## config.mk

```make
export PLATFORM = sky130hd
export DESIGN_NAME = alarm_vote_fsm
export DESIGN_NICKNAME = d
export VERILOG_FILES = /design/src/rtl/alarm_vote_pkg.sv /design/src/rtl/chan_vote.sv /design/src/rtl/suspect_timer.sv /design/src/rtl/alarm_fsm_core.sv /design/src/rtl/alarm_out_drv.sv /design/src/rtl/alarm_vote_fsm.sv
export SDC_FILE = /design/constraint.sdc
export NUM_CORES = 1
export LEC_CHECK = 0
export BUFFER_PORTS_ARGS = -buffer_cell sky130_fd_sc_hd__buf_2
export CORE_UTILIZATION = 50
export DETAILED_ROUTE_END_ITERATION = 10
export GPL_ROUTABILITY_DRIVEN = 0
export HOLD_SLACK_MARGIN = 0.1
export PLACE_DENSITY = 0.72
export SYNTH_ARGS = -nofsm -noshare
export SYNTH_HDL_FRONTEND = slang
export SYNTH_SLANG_ARGS = --single-unit
```

## constraint.sdc

```tcl
create_clock -name clk -period 5 [get_ports clk]
set_input_delay 0.75 -clock clk [delete_from_list [all_inputs] [get_ports clk]]
set_output_delay 0.75 -clock clk [all_outputs]
set_load 0.01 [all_outputs]
```

## src/rtl/alarm_vote_pkg.sv

```systemverilog
package alarm_vote_pkg;

  typedef enum logic [2:0] {
    ST_NORMAL    = 3'd0,
    ST_SUSPECT   = 3'd1,
    ST_CONFIRMED = 3'd2,
    ST_LATCHED   = 3'd3,
    ST_UNTRUSTED = 3'd4
  } alarm_state_e;

  typedef enum logic [1:0] {
    RSN_NONE   = 2'd0,
    RSN_LAPSE  = 2'd1,
    RSN_CLEAR  = 2'd2,
    RSN_REJECT = 2'd3
  } alarm_reason_e;

  typedef struct packed {
    alarm_state_e  from_st;
    alarm_state_e  to_st;
    alarm_reason_e reason;
  } alarm_report_t;

endpackage

```

## src/rtl/chan_vote.sv

```systemverilog
module chan_vote #(
  parameter int NUM_CH = 2
) (
  input  logic [NUM_CH-1:0] fault_i,
  input  logic [NUM_CH-1:0] invalid_i,
  output logic              any_fault_o,
  output logic              all_fault_o,
  output logic              any_invalid_o
);

  // Running OR / AND chains, one stage per channel.
  logic [NUM_CH:0] or_chain;
  logic [NUM_CH:0] and_chain;
  logic [NUM_CH:0] inv_chain;

  assign or_chain[0]  = 1'b0;
  assign and_chain[0] = 1'b1;
  assign inv_chain[0] = 1'b0;

  for (genvar c = 0; c < NUM_CH; c++) begin : g_ch
    assign or_chain[c+1]  = or_chain[c]  | fault_i[c];
    assign and_chain[c+1] = and_chain[c] & fault_i[c];
    assign inv_chain[c+1] = inv_chain[c] | invalid_i[c];
  end

  assign any_fault_o   = or_chain[NUM_CH];
  assign all_fault_o   = and_chain[NUM_CH];
  assign any_invalid_o = inv_chain[NUM_CH];

endmodule

```

## src/rtl/suspect_timer.sv

```systemverilog
module suspect_timer #(
  parameter int CONFIRM_CYC = 4,
  parameter int SUSPECT_MAX = 16
) (
  input  logic clk,
  input  logic rst_n,
  input  logic in_suspect_i,
  input  logic all_fault_i,
  output logic confirm_hit_o,
  output logic lapse_hit_o
);

  localparam int CW = $clog2(SUSPECT_MAX + 1);
  localparam logic [CW-1:0] AGREE_LAST = CW'(CONFIRM_CYC - 1);
  localparam logic [CW-1:0] TMR_LAST   = CW'(SUSPECT_MAX - 1);

  logic [CW-1:0] agree_q;
  logic [CW-1:0] tmr_q;

  always_ff @(posedge clk or negedge rst_n) begin
    if (!rst_n) begin
      agree_q <= '0;
      tmr_q   <= '0;
    end else if (!in_suspect_i) begin
      agree_q <= '0;
      tmr_q   <= '0;
    end else begin
      agree_q <= all_fault_i ? agree_q + 1'b1 : '0;
      tmr_q   <= tmr_q + 1'b1;
    end
  end

  assign confirm_hit_o = in_suspect_i && all_fault_i && (agree_q == AGREE_LAST);
  assign lapse_hit_o   = in_suspect_i && (tmr_q == TMR_LAST);

endmodule

```

## src/rtl/alarm_fsm_core.sv

```systemverilog
module alarm_fsm_core
  import alarm_vote_pkg::*;
(
  input  logic          clk,
  input  logic          rst_n,
  input  logic          any_fault_i,
  input  logic          any_invalid_i,
  input  logic          confirm_hit_i,
  input  logic          lapse_hit_i,
  input  logic          maint_req_i,
  output alarm_state_e  state_q_o,
  output alarm_state_e  state_d_o,
  output logic          rpt_valid_o,
  output alarm_report_t rpt_o
);

  alarm_state_e  state_q, state_d;
  alarm_reason_e rsn_d;
  logic          reject;
  logic          clean;
  logic          report;

  assign clean = !any_fault_i && !any_invalid_i;

  always_comb begin
    state_d = state_q;
    rsn_d   = RSN_NONE;
    reject  = 1'b0;
    case (state_q)
      ST_NORMAL: begin
        if (any_invalid_i)    state_d = ST_UNTRUSTED;
        else if (any_fault_i) state_d = ST_SUSPECT;
      end
      ST_SUSPECT: begin
        if (any_invalid_i)      state_d = ST_UNTRUSTED;
        else if (confirm_hit_i) state_d = ST_CONFIRMED;
        else if (lapse_hit_i) begin
          state_d = ST_NORMAL;
          rsn_d   = RSN_LAPSE;
        end
      end
      ST_CONFIRMED: state_d = ST_LATCHED;
      ST_LATCHED, ST_UNTRUSTED: begin
        if (maint_req_i) begin
          if (clean) begin
            state_d = ST_NORMAL;
            rsn_d   = RSN_CLEAR;
          end else begin
            reject = 1'b1;
            rsn_d  = RSN_REJECT;
          end
        end
      end
      default: state_d = ST_UNTRUSTED;
    endcase
  end

  assign report = (state_d != state_q) || reject;

  always_ff @(posedge clk or negedge rst_n) begin
    if (!rst_n) begin
      state_q     <= ST_NORMAL;
      rpt_valid_o <= 1'b0;
      rpt_o       <= '0;
    end else begin
      state_q     <= state_d;
      rpt_valid_o <= report;
      if (report) rpt_o <= '{from_st: state_q, to_st: state_d, reason: rsn_d};
    end
  end

  assign state_q_o = state_q;
  assign state_d_o = state_d;

endmodule

```

## src/rtl/alarm_out_drv.sv

```systemverilog
module alarm_out_drv
  import alarm_vote_pkg::*;
(
  input  logic         clk,
  input  logic         rst_n,
  input  alarm_state_e state_q_i,
  input  alarm_state_e state_d_i,
  output logic         alert_o,
  output logic         hard_act_o,
  output logic         iso_ok_o
);

  logic iso_ok_q;

  assign alert_o    = (state_q_i == ST_CONFIRMED) || (state_q_i == ST_LATCHED) ||
                      (state_q_i == ST_UNTRUSTED);
  assign hard_act_o = (state_q_i == ST_LATCHED);

  // Registered so the line sits at its alarm level throughout reset.
  always_ff @(posedge clk or negedge rst_n) begin
    if (!rst_n) iso_ok_q <= 1'b0;
    else        iso_ok_q <= (state_d_i == ST_NORMAL) || (state_d_i == ST_SUSPECT);
  end

  assign iso_ok_o = iso_ok_q;

endmodule

```

## src/rtl/alarm_vote_fsm.sv

```systemverilog
module alarm_vote_fsm
  import alarm_vote_pkg::*;
#(
  parameter int NUM_CH      = 2,
  parameter int CONFIRM_CYC = 4,
  parameter int SUSPECT_MAX = 16
) (
  input  logic              clk,
  input  logic              rst_n,
  input  logic [NUM_CH-1:0] chan_fault_i,
  input  logic [NUM_CH-1:0] chan_invalid_i,
  input  logic              maint_req_i,
  output logic              alert_o,
  output logic              hard_act_o,
  output logic              iso_ok_o,
  output logic              log_valid_o,
  output logic [2:0]        log_from_o,
  output logic [2:0]        log_to_o,
  output logic [1:0]        log_reason_o
);

  logic          any_fault, all_fault, any_invalid;
  logic          confirm_hit, lapse_hit;
  alarm_state_e  state_q, state_d;
  alarm_report_t rpt;

  chan_vote #(.NUM_CH(NUM_CH)) u_vote (
    .fault_i       (chan_fault_i),
    .invalid_i     (chan_invalid_i),
    .any_fault_o   (any_fault),
    .all_fault_o   (all_fault),
    .any_invalid_o (any_invalid)
  );

  suspect_timer #(.CONFIRM_CYC(CONFIRM_CYC), .SUSPECT_MAX(SUSPECT_MAX)) u_tmr (
    .clk           (clk),
    .rst_n         (rst_n),
    .in_suspect_i  (state_q == ST_SUSPECT),
    .all_fault_i   (all_fault),
    .confirm_hit_o (confirm_hit),
    .lapse_hit_o   (lapse_hit)
  );

  alarm_fsm_core u_core (
    .clk           (clk),
    .rst_n         (rst_n),
    .any_fault_i   (any_fault),
    .any_invalid_i (any_invalid),
    .confirm_hit_i (confirm_hit),
    .lapse_hit_i   (lapse_hit),
    .maint_req_i   (maint_req_i),
    .state_q_o     (state_q),
    .state_d_o     (state_d),
    .rpt_valid_o   (log_valid_o),
    .rpt_o         (rpt)
  );

  alarm_out_drv u_out (
    .clk        (clk),
    .rst_n      (rst_n),
    .state_q_i  (state_q),
    .state_d_i  (state_d),
    .alert_o    (alert_o),
    .hard_act_o (hard_act_o),
    .iso_ok_o   (iso_ok_o)
  );

  assign log_from_o   = rpt.from_st;
  assign log_to_o     = rpt.to_st;
  assign log_reason_o = rpt.reason;

endmodule

```

; ---- Yosys cells after proc, flatten, opt, wreduce, memory -nomap -nowiden
; Cells that the tools add are included.
; W data, S select, Z words.
[totals]
in_bits = 7
out_inout_bits = 12
mem_bits_ro = 0
latch_bits = 0
mem_bits_rw = 0
register_bits = 23
mem_count = 0
wordCells = 54
[classes]
mux = 20
multipliers = 0
order_cmp = 0
eq_ne = 8
bitwise = 3
reduce_logical = 13
shift = 0
addsub = 2
div = 0
[ops]
columns = cell, n
row1 = $mux W3, 7
row2 = $mux W5, 3
row3 = $pmux W3 S4, 1
row4 = $add A5 B1 Y5 const B, 2
row5 = $eq A3 B1 Y1 const B, 2
row6 = $eq A3 B2 Y1 const B, 2
row7 = $logic_not A3 Y1, 2
row8 = $mux W2, 3
row9 = $eq A5 B2 Y1 const B, 1
row10 = $eq A5 B4 Y1 const B, 1
row11 = $mux W1, 5
row12 = $logic_and A1 B1 Y1, 4
row13 = $logic_or A1 B1 Y1, 4
row14 = $pmux W2 S2, 1
row15 = $eq A3 B3 Y1 const B, 1
row16 = $ne A3 B3 Y1, 1
row17 = $logic_not A1 Y1, 2
row18 = $or A1 B1 Y1, 2
row19 = $reduce_or A2 Y1, 1
row20 = $and A1 B1 Y1, 1

; ---- Longest topological paths before layout
[logic_depth]
word_depth = 8
ltp_mapped = 8
ltp_nobuf = 8

; ---- By module
; A second synthesis with hierarchy kept.
[hier_totals]
hier_cells = 104
hier_area_um2 = 1204.9
[modules_own_cells]
columns = mod, instances, cells_per_inst, seq_area_each_um2, area_per_inst_um2
row1 = alarm_fsm_core, 1, 54, 300.3, 639.4
row2 = suspect_timer, 1, 41, 250.2, 475.5
row3 = alarm_out_drv, 1, 5, 25.0, 57.6
row4 = chan_vote, 1, 3, 0.0, 20.0
row5 = alarm_vote_fsm, 1, 1, 0.0, 12.5

; ---- Worst setup path after synthesis
; No wires, ideal clock.
[synth_path]
kind = input to register
start = input chan_invalid_i[1]
end = register u_core.rpt_o[7] (netlist name)
arrival_ps = 2126
path_stages = 5
path_buffers = 0
setup_slack_ps = 2753
path_cell_list = or3_1 o21a_1 a2111oi_4 or3b_1 o211a_1
[synth_via]
elab_chain_cells = 8
word_cells_on_any_way = 13
classes_between = eq/ne: 1 / mux: 8 / bitwise: 1 / reduce/logical: 3
[synth_lines]
columns = element, line
row1 = "start, declared", alarm_vote_fsm.sv:11  ; input logic [NUM_CH-1:0] chan_invalid_i,
row2 = $or A1 B1 Y1 *, chan_vote.sv:23  ; assign inv_chain[c+1] = inv_chain[c] | invalid_i[c];
row3 = $logic_not A1 Y1, alarm_fsm_core.sv:23  ; assign clean = !any_fault_i && !any_invalid_i;
row4 = $logic_and A1 B1 Y1, alarm_fsm_core.sv:23
row5 = $mux W3, alarm_fsm_core.sv:45  ; if (clean) begin
row6 = $mux W3, alarm_fsm_core.sv:44  ; if (maint_req_i) begin
row7 = $pmux W3 S4, alarm_fsm_core.sv:29  ; case (state_q)
row8 = $ne A3 B3 Y1, alarm_fsm_core.sv:58  ; assign report = (state_d != state_q) || reject;
row9 = $logic_or A1 B1 Y1 *, alarm_fsm_core.sv:58
row10 = "end signal, assigned", alarm_fsm_core.sv:68  ; if (report) rpt_o <= '{from_st: state_q, to_st: state_d, reason: rsn_d};
row11 = "end, declared", alarm_fsm_core.sv:14  ; output alarm_report_t rpt_o
; Mark *: on every way between the ends. The rest lies on a longest branch, timed or not.
; A chain may end at the register's enable or synchronous reset.

; ---- Worst setup path in the final report
[layout_path]
start = register u_core.state_q[1], in the netlist u_core.state_q_o[1]
end = register u_core.rpt_o[4] (netlist name)
[layout_via]
elab_chain_cells = 8
word_cells_on_any_way = 20
classes_between = eq/ne: 5 / mux: 9 / reduce/logical: 6
[layout_lines]
columns = element, line
row1 = "start, declared", alarm_fsm_core.sv:17  ; alarm_state_e state_q, state_d;
row2 = "start signal, assigned", alarm_fsm_core.sv:66  ; state_q <= state_d;
row3 = $eq A3 B1 Y1, "alarm_fsm_core.sv:29, alarm_vote_fsm.sv:38"
row4 = $logic_and A1 B1 Y1 (on tied branches), "suspect_timer.sv:34, suspect_timer.sv:33"
row5 = $mux W3 / $logic_and A1 B1 Y1 (equally long branches), "alarm_fsm_core.sv:37, suspect_timer.sv:33"
row6 = $mux W3, alarm_fsm_core.sv:36  ; else if (confirm_hit_i) state_d = ST_CONFIRMED;
row7 = $mux W3, alarm_fsm_core.sv:35  ; if (any_invalid_i) state_d = ST_UNTRUSTED;
row8 = $pmux W3 S4, alarm_fsm_core.sv:29
row9 = $ne A3 B3 Y1, alarm_fsm_core.sv:58
row10 = $logic_or A1 B1 Y1, alarm_fsm_core.sv:58
; Several ways; a longest one is shown, not always the timed one.

==> run summary <==
Reg2Reg Depth: 5
Peak supply drop: 168 uV
Fin crit share: 46.2%
Yosys top cell by area: dfrtp_1
GRT Total Usage: 21.9%
RSZ-0062 raised after global routing: no
Yosys top cell area share: 46.2%
CTS root buffer: clkbuf_4
Cell Pwr Density: 229 nW/um^2
Syn Std Cell Area: 1250 sq um
WL/cell: 14.8 microns
Synthesized instance count: 119
I/O pins: 19
Worst-path maximum fanout: 12
WS Path Type: flip-flop to flip-flop
Initial antenna violation count: 0
Yosys warns: 0
Core Box Area: 2280 sq um
Clk buf depth: 2
R2r startpoint: u_core.state_q_o[1]
Mux contribution to synthesized area: 0.904%
Post-cts resize count: 0
Share of layout cells above drive strength 1: 24.1%
Synth Net Count: 129
Clock Sinks: 23
Syn Area/Cell: 10.5 sq um
Clock slew at reported path FFs: 130 ps
Nets: 148
HP Class: input pin to asynchronous set/reset pin
CP required: 5200 ps
Status: completed
Vias: 967
Ant diodes: 0
Arrival time worst endpoint: 2510 ps
Crit-path cells: nor4_1 > o211a_1 > o21ai_2 > a21oi_4 > mux2_2
Pins Over Slew Limit: 0
Synth Area in Simple Gates: 23.6%
Num CTS Buffers: 3
Largest net degree at the start of global routing: 24
EDFF count, synth: 0
CTS tree: yes
Startpoint Class: flip-flop
Compound-cell area share of the yosys netlist: 18.3%
Setup TNS: 0 ps
P_leak: 0.000609 uW
Final global-route overflow total: 0
Antenna viol nets, final: 0
Clk_skew: 14.0 ps
First-pass DRT Iterations: 4
Synth area leaders: dfrtp_1, nor2_1, ha_1
#FFs+latches synth: 23
Synth async-reset ratio: 100%
IO Port Bufs: 18
Tightest Pin Transition: 654 ps
Max-Slew Margin vs Limit: 56.0%
Distinct cells, synth: 46
First-pass GRT wire length: 4.26 mm
Clock Latency Late Sink: 310 ps
Most frequent cells in the layout: dfrtp_1, buf_2, nor2_1
Seq/Total Area, Yosys: 46.2%
CP Capture Type: flip-flop
Reg2reg end: u_core.rpt_o[4]
Slowest CP cell: nor4_1
Max frequency: 0.433 GHz
DRC Markers: 0
Via density: 5.86
Max_cap viols: 0
Setup Buffers After CTS: 0
Final setup violation count: 0
Post-layout util: 60.1%
Initial core utilization: 54.8%
Die height: 51.9 microns
Hold_buf cts: 0
Slowest stage delay, CP: 660 ps
Ys flop type: dfrtp_1
Rows: 17
Number of global-route vias before repair: 938
Drt initial violations: 22
Largest family of logic cells by synthesized area: simple AND/OR/NAND/NOR gates
Die width: 51.9 microns
Final HPWL DP: 1.84 mm
Post-Synth XOR/XNOR Area: 3.51%
Final min period: 2310 ps
Commonest non-fill, non-tap cell in the layout: dfrtp_1
Total number of H-tree levels: 1
Internal reg-to-reg setup slack: 2690 ps
Total detailed-routing wirelength: 2.44 mm
Die Area: 2700 sq um
Post-synthesis to final-layout area growth: 9.84%
Final Hold Vio Count: 0
Synth Area in Adders: 3.01%
[state kept, by name, indices dropped and copies added, names as in the netlist]
signal and count:
u_core.rpt_valid_o 1, u_tmr.agree_q 5, u_out.iso_ok_o 1, u_core.rpt_o 8
u_tmr.tmr_q 5, u_core.state_q_o 3
[worst max path at each step]
stage	to	slack, ps	startpoint
floorplan	u_core.rpt_o[7]	2750	chan_invalid_i[1]
global placement	u_core.rpt_o[4]	2480	chan_invalid_i[1]
detailed placement	u_core.rpt_o[4]	2440	chan_invalid_i[1]
CTS	u_core.rpt_o[4]	2710	u_core.state_q_o[1]
global route	u_core.rpt_o[4]	2530	u_core.state_q_o[1]
finish	u_core.rpt_o[4]	2690	u_core.state_q_o[1]
[cells by family (layout without fill, tap and decap cells)]
logic type | Yosys count | in the layout
simple gates | 51 | 51
compound gates | 25 | 25
flops | 23 | 23
buf+inv | 11 | 29
xor+xnor | 5 | 5
fa+ha+maj | 3 | 3
mux | 1 | 1
[cell usage after synthesis, drive strengths merged (2+ instances only)]
cell type and instances:
dfrtp 23, nor2 16, nand2 8, inv 7, nand3 6, buf 4, o21ai 4, ha 3
nor4 3, or3 3, xor2 3, a21o 2, a21oi 2, and3 2, nor2b 2, nor3 2
nor3b 2, o211a 2, o21a 2, o31ai 2, xnor2 2
[per-layer routing]
layer	vias to the layer above	track usage, %	routed length (microns)
met3	2	3.22	125
met2	30	31.8	1110
li1	463	-	-
met5	-	0	0
met1	472	31.4	1190
met4	0	11.3	18
[power breakdown]
group	internal [uW]	switching, uW	total (uW)
clock	29.9	53.6	83.4
combinational	14.0	20.4	34.4
sequential	191	3.86	195
[stage by stage]
step / total power, uW / std cells / hold slack (ps) / cell area (sq um) / worst slack [ps]
final: 313 / 165 / 375 / 1370 / 2690
after global routing: 329 / 165 / 407 / 1370 / 2530
after CTS: 317 / 165 / 389 / 1370 / 2710
after detailed placement: 234 / 161 / 452 / 1340 / 2440
after global placement: 233 / 161 / 446 / 1340 / 2480
after floorplan: 216 / 119 / 433 / 1250 / 2750
[critical path: cells and delay by family, from the launching register on]
| kind | cells | cell delay (ps) |
|---|---|---|
| DFF | 1 | 550 |
| muxes | 1 | 360 |
| AOI/OAI and AO/OA | 3 | 630 |
| and+or+nand+nor | 1 | 660 |
[final cells by class]
class / count / area [sq um]
fillers: 204 / 907
flip-flops and latches: 23 / 576
repair buffers: 18 / 90.1
multi-input cells: 85 / 614
clock buffers: 3 / 22.5
well taps: 28 / 35.0
clock inverters: 1 / 5.00
inverters: 7 / 26.3
Power figures use the tool's default switching activity.
